File: src/rtl/sad_pkg.sv
package sad_pkg;

   typedef enum logic [2:0] {
      ST_IDLE = 3'd0,
      ST_CLR  = 3'd1,
      ST_TEST = 3'd2,
      ST_ACC  = 3'd3,
      ST_OUT  = 3'd4
   } sad_state_e;

   // Datapath control bundle driven by the controller
   typedef struct packed {
      logic idx_clr;
      logic idx_inc;
      logic acc_clr;
      logic acc_ld;
      logic res_ld;
      logic rd;
   } sad_ctl_t;

endpackage

File: src/rtl/sad_absdiff.sv
module sad_absdiff #(
   parameter int DATA_W         = 8,
   parameter bit SIGNED_EXTEND  = 1'b1
) (
   input  logic [DATA_W-1:0] op_a,
   input  logic [DATA_W-1:0] op_b,
   output logic [DATA_W-1:0] mag
);

   generate
      if (SIGNED_EXTEND) begin : g_wide_sub
         // One subtractor one bit wider, then conditional negate
         logic signed [DATA_W:0] ext_a;
         logic signed [DATA_W:0] ext_b;
         logic signed [DATA_W:0] delta;
         always_comb begin
            ext_a = $signed({1'b0, op_a});
            ext_b = $signed({1'b0, op_b});
            delta = ext_a - ext_b;
            mag   = delta[DATA_W] ? DATA_W'(-delta) : DATA_W'(delta);
         end
      end else begin : g_cmp_sub
         // Comparator selects the order of the subtraction
         always_comb begin
            mag = (op_a >= op_b) ? (op_a - op_b) : (op_b - op_a);
         end
      end
   endgenerate

endmodule

File: src/rtl/sad_ctrl.sv
module sad_ctrl
   import sad_pkg::*;
(
   input  logic     clk,
   input  logic     rst,
   input  logic     start,
   input  logic     idx_lt,
   output sad_ctl_t ctl,
   output logic     done
);

   sad_state_e state_q, state_d;

   always_ff @(posedge clk) begin
      if (rst) state_q <= ST_IDLE;
      else     state_q <= state_d;
   end

   always_comb begin
      state_d = state_q;
      case (state_q)
         ST_IDLE: if (start) state_d = ST_CLR;
         ST_CLR:  state_d = ST_TEST;
         ST_TEST: state_d = idx_lt ? ST_ACC : ST_OUT;
         ST_ACC:  state_d = ST_TEST;
         ST_OUT:  state_d = ST_IDLE;
         default: state_d = ST_IDLE;
      endcase
   end

   always_comb begin
      ctl = '0;
      case (state_q)
         ST_CLR: begin
            ctl.idx_clr = 1'b1;
            ctl.acc_clr = 1'b1;
         end
         ST_ACC: begin
            ctl.acc_ld  = 1'b1;
            ctl.idx_inc = 1'b1;
            ctl.rd      = 1'b1;
         end
         ST_OUT: ctl.res_ld = 1'b1;
         default: ctl = '0;
      endcase
   end

   assign done = (state_q == ST_OUT);

   // completion pulse lasts one cycle
   a_r5_done_single: assert property (@(posedge clk) disable iff (rst)
      done |=> !done);

   // reads are separated by a bound test cycle
   a_r3_rd_spaced: assert property (@(posedge clk) disable iff (rst)
      ctl.rd |=> !ctl.rd);

   // once running, the machine reaches idle only through the output state
   a_r7_no_restart: assert property (@(posedge clk) disable iff (rst)
      (state_q == ST_ACC) |=> (state_q == ST_TEST));

endmodule

File: src/rtl/sad_datapath.sv
module sad_datapath
   import sad_pkg::*;
#(
   parameter int DATA_W        = 8,
   parameter int DEPTH         = 256,
   parameter int ACC_W         = 32,
   parameter bit SIGNED_EXTEND = 1'b1,
   localparam int ADDR_W       = $clog2(DEPTH),
   localparam int IDX_W        = ADDR_W + 1
) (
   input  logic              clk,
   input  logic              rst,
   input  sad_ctl_t          ctl,
   input  logic [DATA_W-1:0] a_rdata,
   input  logic [DATA_W-1:0] b_rdata,
   output logic              idx_lt,
   output logic [ADDR_W-1:0] addr,
   output logic [ACC_W-1:0]  sad_out
);

   localparam logic [IDX_W-1:0] LIMIT = IDX_W'(DEPTH);

   logic [IDX_W-1:0]  idx_q;
   logic [ACC_W-1:0]  acc_q;
   logic [DATA_W-1:0] mag;

   sad_absdiff #(
      .DATA_W        (DATA_W),
      .SIGNED_EXTEND (SIGNED_EXTEND)
   ) u_absdiff (
      .op_a (a_rdata),
      .op_b (b_rdata),
      .mag  (mag)
   );

   always_ff @(posedge clk) begin
      if (rst || ctl.idx_clr) idx_q <= '0;
      else if (ctl.idx_inc)   idx_q <= idx_q + 1'b1;
   end

   always_ff @(posedge clk) begin
      if (rst || ctl.acc_clr) acc_q <= '0;
      else if (ctl.acc_ld)    acc_q <= acc_q + ACC_W'(mag);
   end

   always_ff @(posedge clk) begin
      if (rst)             sad_out <= '0;
      else if (ctl.res_ld) sad_out <= acc_q;
   end

   assign idx_lt = (idx_q < LIMIT);
   assign addr   = idx_q[ADDR_W-1:0];

   // no read is issued with the index past the last entry
   a_r3_idx_bound: assert property (@(posedge clk) disable iff (rst)
      ctl.rd |-> idx_lt);

   // accumulation never wraps
   a_r4_no_overflow: assert property (@(posedge clk) disable iff (rst)
      ctl.acc_ld |=> (acc_q >= $past(acc_q)));

   // result register changes only on a load
   a_r6_out_hold: assert property (@(posedge clk) disable iff (rst)
      !ctl.res_ld |=> $stable(sad_out));

endmodule

File: src/rtl/sad_engine.sv
module sad_engine
   import sad_pkg::*;
#(
   parameter int DATA_W        = 8,
   parameter int DEPTH         = 256,
   parameter int ACC_W         = 32,
   parameter bit SIGNED_EXTEND = 1'b1,
   localparam int ADDR_W       = $clog2(DEPTH)
) (
   input  logic              clk,
   input  logic              rst,
   input  logic              start,
   output logic [ADDR_W-1:0] addr,
   output logic              rd_en,
   input  logic [DATA_W-1:0] a_rdata,
   input  logic [DATA_W-1:0] b_rdata,
   output logic [ACC_W-1:0]  sad_out,
   output logic              done
);

   generate
      if (DATA_W < 1) begin : g_bad_data_w
         $error("sad_engine: DATA_W must be at least 1");
      end
      if (DEPTH < 2) begin : g_bad_depth
         $error("sad_engine: DEPTH must be at least 2");
      end
      if (ACC_W < DATA_W + ADDR_W) begin : g_bad_acc_w
         $error("sad_engine: ACC_W too narrow for the worst-case total");
      end
   endgenerate

   sad_ctl_t ctl;
   logic     idx_lt;

   sad_ctrl u_ctrl (
      .clk    (clk),
      .rst    (rst),
      .start  (start),
      .idx_lt (idx_lt),
      .ctl    (ctl),
      .done   (done)
   );

   sad_datapath #(
      .DATA_W        (DATA_W),
      .DEPTH         (DEPTH),
      .ACC_W         (ACC_W),
      .SIGNED_EXTEND (SIGNED_EXTEND)
   ) u_dp (
      .clk     (clk),
      .rst     (rst),
      .ctl     (ctl),
      .a_rdata (a_rdata),
      .b_rdata (b_rdata),
      .idx_lt  (idx_lt),
      .addr    (addr),
      .sad_out (sad_out)
   );

   assign rd_en = ctl.rd;

   // reset leaves outputs cleared
   a_r1_reset_clear: assert property (@(posedge clk)
      rst |=> (sad_out == '0 && !done && !rd_en));

   // reads and completion never coincide
   a_r2_rd_done_excl: assert property (@(posedge clk) disable iff (rst)
      !(rd_en && done));

endmodule

File: config.mk
export PLATFORM = sky130hd
export DESIGN_NAME = sad_engine
export DESIGN_NICKNAME = d
export VERILOG_FILES = /design/src/rtl/sad_pkg.sv /design/src/rtl/sad_absdiff.sv /design/src/rtl/sad_ctrl.sv /design/src/rtl/sad_datapath.sv /design/src/rtl/sad_engine.sv
export SDC_FILE = /design/constraint.sdc
export NUM_CORES = 1
export LEC_CHECK = 0
export ABC_AREA = 0
export BUFFER_PORTS_ARGS = -buffer_cell sky130_fd_sc_hd__buf_2
export CAP_MARGIN = 25
export CORE_ASPECT_RATIO = 1.75
export CORE_MARGIN = 8
export CORE_UTILIZATION = 35
export DETAILED_ROUTE_END_ITERATION = 8
export PLACE_DENSITY = 0.51
export SYNTH_ARGS = -nofsm -noshare
export SYNTH_HDL_FRONTEND = slang
export SYNTH_SLANG_ARGS = --single-unit
File: constraint.sdc
create_clock -name clk -period 4.78 [get_ports clk]
set_input_delay 0.956 -clock clk [delete_from_list [all_inputs] [get_ports clk]]
set_output_delay 0.956 -clock clk [all_outputs]
set_load 0.03 [all_outputs]
Word level (Yosys, flattened, before mapping)
Cells that the tools add are included.
{"block": "totals", "in_bits": 19, "output_inout_bits": 42, "elab_cells": 24, "memories": 0, "latchBits": 0, "ram_bits": 0, "ff_bits": 76, "mem_bits_ro": 0}
{"block": "classes", "div_mod_pow": 0, "shifts": 0, "eq_ne": 5, "n_mul": 0, "order_cmp": 1, "n_bitwise": 0, "mux": 7, "reduce_logical": 3, "n_addsub": 4}
{"cell": "$add 32x8->32", "n": 1}
{"cell": "$add 9x1->9 const B", "n": 1}
{"cell": "$lt 9x9->1 const B", "n": 1}
{"cell": "$pmux 3 s3", "n": 1}
{"cell": "$sub 8x8->9", "n": 1}
{"cell": "$mux 8", "n": 1}
{"cell": "$neg 8->8", "n": 1}
{"cell": "$eq 3x2->1 const B", "n": 2}
{"cell": "$mux 3", "n": 2}
{"cell": "$eq 3x1->1 const B", "n": 1}
{"cell": "$eq 3x3->1 const B", "n": 1}
{"cell": "$logic_not 3->1", "n": 1}
{"cell": "$mux 1", "n": 3}
{"cell": "$ne 2x2->1 const B", "n": 1}
{"cell": "$reduce_or 2->1", "n": 1}
{"cell": "$logic_or 1x1->1", "n": 1}

Longest topological paths before layout
Gate-level depths: netlist of the first run.
{"block": "depth", "depth_word": 4, "ltp_mapped": 17, "depth_no_buf": 17}

By module
From an unflattened synthesis of the first run, not the netlist that was laid out.
{"block": "unflattened", "hier_cells": 438, "area_unflattened_um2": 3943.8}
{"module": "sad_datapath", "instances": 1, "area_each_um2": 3309.4, "cells_each": 355, "seq_area_each_um2": 1461.4}
{"module": "sad_absdiff", "instances": 1, "area_each_um2": 474.2, "cells_each": 67, "seq_area_each_um2": 0.0}
{"module": "sad_ctrl", "instances": 1, "area_each_um2": 160.2, "cells_each": 16, "seq_area_each_um2": 60.1}

Worst setup path after synthesis of the first run
Ideal clock, no wire load.
{"block": "synth_path", "path_type": "input -> register", "from": "input port a_rdata[0]", "to": "register u_dp.acc_q[31]", "stages": 17, "arrival_ns": 4.284, "setup_time_ns": 0.070, "path_buffers": 0, "setup_slack_ns": 0.425, "required_time_ns": 4.710, "cell_sequence": "inv_1 ha_1 inv_1 fa_1 a211oi_1 o21ai_0 a21o_1 a21o_1 a21oi_1 xnor2_1 ha_1 and3_1 nand3_4 nor3_4 o21ai_2 or4_1 a21oi_1"}
{"block": "synth_between", "elab_chain_cells": 4}
{"element": "start: declaration", "line": "sad_engine.sv:15", "text": "input logic [DATA_W-1:0] a_rdata,"}
{"element": "$sub 8x8->9 (*)", "line": "sad_absdiff.sv:19", "text": "delta = ext_a - ext_b;"}
{"element": "$neg 8->8", "line": "sad_absdiff.sv:20", "text": "mag = delta[DATA_W] ? DATA_W'(-delta) : DATA_W'(delta);"}
{"element": "$mux 8 (*)", "line": "sad_absdiff.sv:20"}
{"element": "$add 32x8->32 (*)", "line": "sad_datapath.sv:43", "text": "else if (ctl.acc_ld) acc_q <= acc_q + ACC_W'(mag);"}
{"element": "end signal: assignment", "line": "sad_datapath.sv:43"}
{"element": "end: declaration", "line": "sad_datapath.sv:24", "text": "logic [ACC_W-1:0] acc_q;"}
Every way passes the cells marked *; elsewhere a longest branch is shown, timed or not.
A chain may end at the register's enable or synchronous reset.

Final worst setup path of the first run
{"block": "layout_path", "from": "input port a_rdata[0]", "to": "register u_dp.acc_q[15]"}
The elaborated chain is that of the path after synthesis.

==> metrics.cfg, run 1 <==
[timing]
hold_viol = 0
rsz0062_at_grt = false
worst_slew_pin_slew_ns = 0.935
period_needed_ns = 4.38
worst_clock_skew_ns = 0.00766
timing.fmax_ghz = 0.228
setup_violations = 0
final-max-slew-violation-count = 0
min_period_over_period_pct = 91.6
timing.hold.ws_ns = 0.448
slew_headroom_pct = 37.7

[routing]
top_layer = met4
avgRoutedWirePerCell_um = 14.3
drc = 0
route.met2.wl_mm = 5.02
drtPass1Iterations = 6
num_vias = 3414
ant_nets = 0
wl_met1_mm = 3.79
viasPerCell = 5.16
first_iter_violations = 85
wl_met3_um = 337
wl_mm = 9.44

[worst_hold_path]
worstHoldEndpoint = u_dp.sad_out[14]$_SDFFE_PP0P_
hp-start = u_dp.sad_out[14]$_SDFFE_PP0P_
hold_depth = 2
min_path_type = flip-flop to flip-flop

[yosys]
synth_edf_count = 0
syn_avg_cell_area_um2 = 8.17
yosysSeqAreaShare_pct = 39.6
synth_area_leaders = dfxtp_1, nand2_1, a21oi_1
synth_top_cell_by_area = dfxtp_1
yosysWarnings = 0
synth_seq_cells = 76
muxShareOfSynthArea_pct = 0.293
synthSimpleGateAreaFrac_pct = 23.4
ys.flop_type = dfxtp_1
netlist.area_leader.share_pct = 39.6
yosysMostFrequentCell = nand2_1
netlist_area_um2 = 3840
synth_top_cells_by_count = nand2_1, dfxtp_1, a21oi_1
synth.distinct_cells = 45
synthArstFlopShare_pct = 0
synth_compound_area_share_pct = 15.5
syn_inst = 470
synth_fa_ha_area_share_pct = 6.91
syn-num-nets = 509
synthXorXnorAreaFrac_pct = 8.66
synth_top_family_by_area = simple AND/OR/NAND/NOR gates

[cts]
cts_tree = done
cts_setup_buffers = 0
clk_pin_slew_ns = 0.05
cts_hold_buf = 0
cts_sinks = 76
root_buffer = clkbuf_16
insertion_delay_ns = 0.34
cts_made_buffers = 9
cts_buffer_depth = 2
h-tree-depth = 3
cts_resized = 0

[place]
gp_congestion = 0.851
port_buffers = 60
hpwl_mm = 6.96
place_inst = 644

[run_status]
status = completed

[die]
die_y_um = 155
core_um2 = 10700
initial_utilization_pct = 35.9
rows = 50
fp.dieArea_um2 = 14700
ios = 61
die_w_um = 95.2

[setup_path]
reg2reg_slack_ns = 2.53
r2r_start = u_dp.acc_q[10]$_SDFFE_PP0P_
crit_path_end_kind = flip-flop
rr_endpoint = u_dp.acc_q[30]$_SDFFE_PP0P_
worstPathArrival_ns = 4.58
worstPathRequired_ns = 4.99
critical_path_peak_fanout = 8
reg2reg_depth = 6
cp-start-kind = input port
crit_type = input port to flip-flop

[global_routing]
grt_pass1_wl_mm = 15.7
grt_usage_pct = 13.4
grt_start_max_net_pins = 51
grt_pass1_vias = 3340
antenna_found_initial = 0
overflow = 0

[finish]
finalNonFillerCells = 661
area_growth_pct = 18.8
nNetsFinal = 565
n_antenna_cell = 0
drive_above_1_share_pct = 17.9

[power_and_ir_drop]
power_density_nw_per_um2 = 340
ir_worst_vdd_mv = 0.219
combPwrFrac_pct = 13.8
p_leak_uw = 0.00189
p_seq_share_pct = 41.6
internal_power_uw = 1160
p_clk_share_pct = 44.5
swShare_pct = 25.3
switching_power_uw = 393

[job]
maxCapViolations = 0

## power groups by stage
| stage | combinational (uW) | sequential [uW] | clock, uW |
|---|---|---|---|
| finish | 215 | 645 | 690 |
| global route | 239 | 646 | 731 |
| CTS | 214 | 645 | 702 |
| detailed placement | 213 | 659 | 0 |
| global placement | 210 | 659 | 0 |
| floorplan | 163 | 657 | 0 |
## metrics by stage
step	power [uW]	TNS, ns	utilization (%)	cell area [um^2]	setup WS (ns)
6_report	1550	0	42.7	4560	0.403
5_1_grt	1620	0	42.7	4560	0.176
4_1_cts	1560	0	42.5	4550	0.321
3_5_place_dp	872	-0.0316	39.7	4240	-0.0185
3_3_place_gp	869	0	39.7	4240	0.0125
2_1_floorplan	819	0	-	3840	0.425
## cell type report
cell class / count / area (um^2)
Fill cell: 1093 / 6130
Multi-Input combinational cell: 348 / 2100
Sequential cell: 76 / 1520
Timing Repair Buffer: 71 / 390
Clock buffer: 12 / 256
Tap cell: 130 / 163
Inverter: 20 / 80.1
Clock inverter: 4 / 47.5
## cells by family after synthesis
| group | after synthesis |
|---|---|
| xor gates and xnor gates | 38 |
| DFF | 76 |
| and+or+nand+nor | 189 |
| AOI/OAI and AO/OA | 100 |
| buffers and inverters | 46 |
| muxes | 1 |
| adders and majority gates | 20 |
## worst max-delay path by stage
| stage | slack, ns | cells after the start | to | startpoint |
|---|---|---|---|---|
| 5_1_grt | 0.18 | 17 | u_dp.acc_q[5]$_SDFFE_PP0P_ | a_rdata[0] |
| 4_1_cts | 0.32 | 18 | u_dp.acc_q[15]$_SDFFE_PP0P_ | a_rdata[0] |
| 2_1_floorplan | 0.43 | 17 | u_dp.acc_q[31]$_SDFFE_PP0P_ | a_rdata[0] |
| 6_report | 0.40 | 18 | u_dp.acc_q[15]$_SDFFE_PP0P_ | a_rdata[0] |
| 3_5_place_dp | -0.02 | 18 | u_dp.acc_q[27]$_SDFFE_PP0P_ | a_rdata[0] |
| 3_3_place_gp | 0.01 | 18 | u_dp.acc_q[23]$_SDFFE_PP0P_ | a_rdata[0] |
## critical path, cell delays in order
cell,delay [ns]
buf_2,0.09
inv_1,0.04
ha_1,0.15
inv_1,0.05
fa_1,0.41
a211oi_1,0.34
o21ai_0,0.16
a21o_1,0.18
a21o_1,0.24
mux2_2,0.33
ha_1,0.28
a21o_1,0.17
a211oi_1,0.45
nor3_4,0.09
buf_4,0.19
o211ai_1,0.24
xor2_1,0.16
nor2_1,0.05
## flip-flops by register name, indices dropped and copies added (netlist names)
| name | flops |
|---|---|
| u_dp.idx_q | 9 |
| u_dp.sad_out | 32 |
| u_dp.acc_q | 32 |
| u_ctrl.state_q | 3 |
## layout by cell type, fill, tap and decap left out, drive strengths merged, types with 2 or more instances in the layout
cell / n
a211oi: 2
a21o: 6
a21oi: 54
a22oi: 4
a31oi: 2
and2: 5
and3: 4
and4: 2
buf: 71
clkbuf: 12
clkinv: 3
dfxtp: 76
fa: 2
ha: 18
inv: 19
nand2: 83
nand2b: 3
nand3: 15
nand3b: 2
nand4: 9
nand4b: 2
nor2: 43
nor3: 7
nor4: 2
o2111ai: 4
o211ai: 6
o21a: 4
o21ai: 13
o31ai: 4
or3: 4
or4: 6
xnor2: 12
xor2: 26
## layer usage
layer	track usage (%)	up-vias
met1	13.7	1607
li1	-	1719
met2	24.1	68
met4	7.49	0
met3	2.57	20
met5	0	-
(Power assumes the default switching activity.)
==> run 2, diff against run 1 <==
--- a/config.mk
+++ b/config.mk
@@ -11,8 +11,10 @@
 export CORE_ASPECT_RATIO = 1.75
 export CORE_MARGIN = 8
 export CORE_UTILIZATION = 35
+export CTS_CLUSTER_DIAMETER = 150
 export DETAILED_ROUTE_END_ITERATION = 8
 export PLACE_DENSITY = 0.51
 export SYNTH_ARGS = -nofsm -noshare
 export SYNTH_HDL_FRONTEND = slang
+export SYNTH_HIERARCHICAL = 1
 export SYNTH_SLANG_ARGS = --single-unit
==> run 2 against run 1 <==
Maximum frequency is 2.6% higher; first-iteration DRC count is 13% higher; critical endpoint is now u_dp/acc_q[31]$_SDFFE_PP0P_; setup slack better by 0.11 ns.
==> metrics.cfg, run 2 <==
[run_status]
status = completed  ; unchanged

[place]
gp_congestion = 0.797  ; was 0.851
placed_area_um2 = 4310  ; was 4240 um^2
port_buffers = 60  ; unchanged
place_inst = 608  ; was 644
hpwl_mm = 7.01  ; was 6.96 mm

[finish]
finalNonFillerCells = 624  ; was 661
n_antenna_cell = 0  ; unchanged
utilization_pct = 42.4  ; was 42.7%
top_regs = u_dp/acc_q: 32 flops, u_dp/sad_out: 32 flops, u_dp/idx_q: 9 flops  ; was u_dp.acc_q: 32 flops, u_dp.sad_out: 32 flops, u_dp.idx_q: 9 flops
drive_above_1_share_pct = 19.1  ; was 17.9%
design_area_um2 = 4680  ; was 4560 um^2
nNetsFinal = 526  ; was 565
final_common_cell = dfxtp_1  ; was nand2_1
n_fill_cell = 1136  ; was 1093
area_growth_pct = 18.6  ; was 18.8%
multi_input_area_um2 = 2220  ; was 2100 um^2
seq_area_um2 = 1520  ; unchanged
final_cell_mix = dfxtp_1, nor2_1, buf_2, mux2i_1, a21oi_1  ; was nand2_1, dfxtp_1, buf_2, a21oi_1, nor2_1

[setup_path]
path_cells = buf_2 > inv_1 > ha_1 > inv_1 > fa_1 > a211oi_2 > o21ai_1 > a21o_1 > a21o_1 > a31oi_1 > xnor2_1 > ha_1 > nand3_1 > o211ai_2 > nor2_1 > or4_1 > a21oi_1  ; was buf_2 > inv_1 > ha_1 > inv_1 > fa_1 > a211oi_1 > o21ai_0 > a21o_1 > a21o_1 > mux2_2 > ha_1 > a21o_1 > a211oi_1 > nor3_4 > buf_4 > o211ai_1 > xor2_1 > nor2_1
critical_path_peak_fanout = 8  ; unchanged
crit_path_end_kind = flip-flop  ; unchanged
cpLargestDelayFamily = compound AO/OA/AOI/OAI gates  ; unchanged
path_buf_inv = 3  ; was 4
crit_slowest_cell = or4_1  ; was a211oi_1
cp-start-kind = input port  ; unchanged
crit_type = input port to flip-flop  ; unchanged
worstPathArrival_ns = 4.53  ; was 4.58 ns
worstPathRequired_ns = 5.04  ; was 4.99 ns
r2r_start = u_ctrl/state_q[1]$_SDFFE_PP0P_  ; was u_dp.acc_q[10]$_SDFFE_PP0P_
critPathLaunch = a_rdata[0]  ; unchanged
crit_path_max_incr_delay_ns = 0.53  ; was 0.45 ns

[timing]
slew_headroom_pct = 56.5  ; was 37.7%
worst_clock_skew_ns = 0.00399  ; was 0.00766 ns
period_needed_ns = 4.27  ; was 4.38 ns
final-max-slew-violation-count = 0  ; unchanged
rsz0062_at_grt = false  ; unchanged
hold_viol = 0  ; unchanged
fin_setup_tns_ns = 0  ; unchanged
min_period_over_period_pct = 89.3  ; was 91.6%
timing.fmax_ghz = 0.234  ; was 0.228 GHz
worst_slew_pin_slew_ns = 0.650  ; was 0.935 ns
setup_violations = 0  ; unchanged

[power_and_ir_drop]
p_leak_uw = 0.00190  ; was 0.00189 uW
power_density_nw_per_um2 = 358  ; was 340 nW/um^2
ir_worst_vdd_mv = 0.229  ; was 0.219 mV
power.total_uw = 1670  ; was 1550 uW

[yosys]
ys.flop_type = dfxtp_1  ; unchanged
yosysMostFrequentCell = dfxtp_1  ; was nand2_1
synthArstFlopShare_pct = 0  ; unchanged
synth_top_cell_by_area = dfxtp_1  ; unchanged
synth_edf_count = 0  ; unchanged
netlist_area_um2 = 3940  ; was 3840 um^2
netlist.area_leader.share_pct = 38.6  ; was 39.6%
synth_area_leaders = dfxtp_1, mux2i_1, nor2_1  ; was dfxtp_1, nand2_1, a21oi_1
yosysWarnings = 6  ; was 0
yosysSeqAreaShare_pct = 38.6  ; was 39.6%
syn-num-nets = 477  ; was 509
syn_avg_cell_area_um2 = 9.00  ; was 8.17 um^2
synth_top_cells_by_count = dfxtp_1, nor2_1, mux2i_1  ; was nand2_1, dfxtp_1, a21oi_1
synth_seq_cells = 76  ; unchanged
syn_inst = 438  ; was 470
synth.distinct_cells = 47  ; was 45

[routing]
route.met2.wl_mm = 5.00  ; was 5.02 mm
num_vias = 3226  ; was 3414
viasPerCell = 5.17  ; was 5.16
top_layer = met4  ; unchanged
avgRoutedWirePerCell_um = 14.5  ; was 14.3 um
first_iter_violations = 96  ; was 85
wl_mm = 9.08  ; was 9.44 mm
wl_met1_mm = 3.52  ; was 3.79 mm
ant_nets = 0  ; unchanged
drc = 0  ; unchanged
drtPass1Iterations = 4  ; was 6
wl_met3_um = 362  ; was 337 um

[global_routing]
grt_usage_pct = 12.5  ; was 13.4%
overflow = 0  ; unchanged
grt_pass1_wl_mm = 14.7  ; was 15.7 mm
grt_pass1_vias = 3159  ; was 3340
grt_start_max_net_pins = 39  ; was 51
antenna_found_initial = 0  ; unchanged

[worst_hold_path]
min_path_type = flip-flop to flip-flop  ; unchanged
hp-start = u_dp/acc_q[31]$_SDFFE_PP0P_  ; was u_dp.sad_out[14]$_SDFFE_PP0P_

[cts]
cts_sinks = 76  ; unchanged
cts_tree = done  ; unchanged
clk_pin_slew_ns = 0.06  ; was 0.05 ns
root_buffer = clkbuf_16  ; unchanged
cts_made_buffers = 9  ; unchanged
cts_hold_buf = 0  ; unchanged
cts_buffer_depth = 2  ; unchanged
insertion_delay_ns = 0.33  ; was 0.34 ns
h-tree-depth = 3  ; unchanged
cts_resized = 0  ; unchanged
cts_setup_buffers = 0  ; unchanged

[job]
maxCapViolations = 0  ; unchanged

[die]
core_um2 = 11000  ; was 10700 um^2
rows = 51  ; was 50
fp.dieArea_um2 = 15100  ; was 14700 um^2
die_y_um = 156  ; was 155 um
initial_utilization_pct = 35.7  ; was 35.9%
die_w_um = 96.2  ; was 95.2 um
ios = 61  ; unchanged

-- run 2: logic make-up after synthesis --
kind of cell	after synthesis	share of synthesized area [%]
simple gates	136	18.1
compound gates	94	14.9
flops	76	38.6
buf+inv	44	5.36
mux	37	9.42
xor+xnor	31	6.88
fa+ha+maj	20	6.73
-- run 2: power by group --
part           internal [uW]  switching, uW
Sequential               637           4.87
Combinational           87.0            126
Clock                    567            251
-- run 2: path summary, 6_finish.rpt --
check	cells after the start	to	slack, ns
min reg2reg	2	u_dp/acc_q[31]$_SDFFE_PP0P_	0.48
max reg2reg	6	u_dp/acc_q[31]$_SDFFE_PP0P_	2.27
max	17	u_dp/acc_q[31]$_SDFFE_PP0P_	0.51
min	2	u_dp/acc_q[31]$_SDFFE_PP0P_	0.48
-- run 2: stage by stage --
step | setup slack, ns | hold slack (ns)
floorplan | 0.419 | 0.452
global placement | 0.188 | 0.466
detailed placement | 0.158 | 0.473
CTS | 0.502 | 0.485
global route | 0.234 | 0.508
finish | 0.513 | 0.479
-- run 2: layout make-up --
cell class	instances	share of cell area, %
multi-input cells	318	47.4
flip-flops and latches	76	32.5
repair buffers	66	7.38
clock buffers	13	5.99
well taps	132	3.53
clock inverters	3	1.93
inverters	16	1.28
-- run 2: worst reg2reg max path, stage by stage, from the launching register on --
cell and delay [ns]:
dfxtp_1 0.44, and3b_2 0.26, nand4_2 0.14, nor4_4 0.46, nand4_1 0.40, or4_1 0.58
a21oi_1 0.14
-- run 2: layer usage --
metal / up-vias / track usage, %
met5: - / 0
met4: 0 / 6.19
met3: 11 / 2.93
met2: 60 / 23.4
met1: 1504 / 11.9
li1: 1651 / -
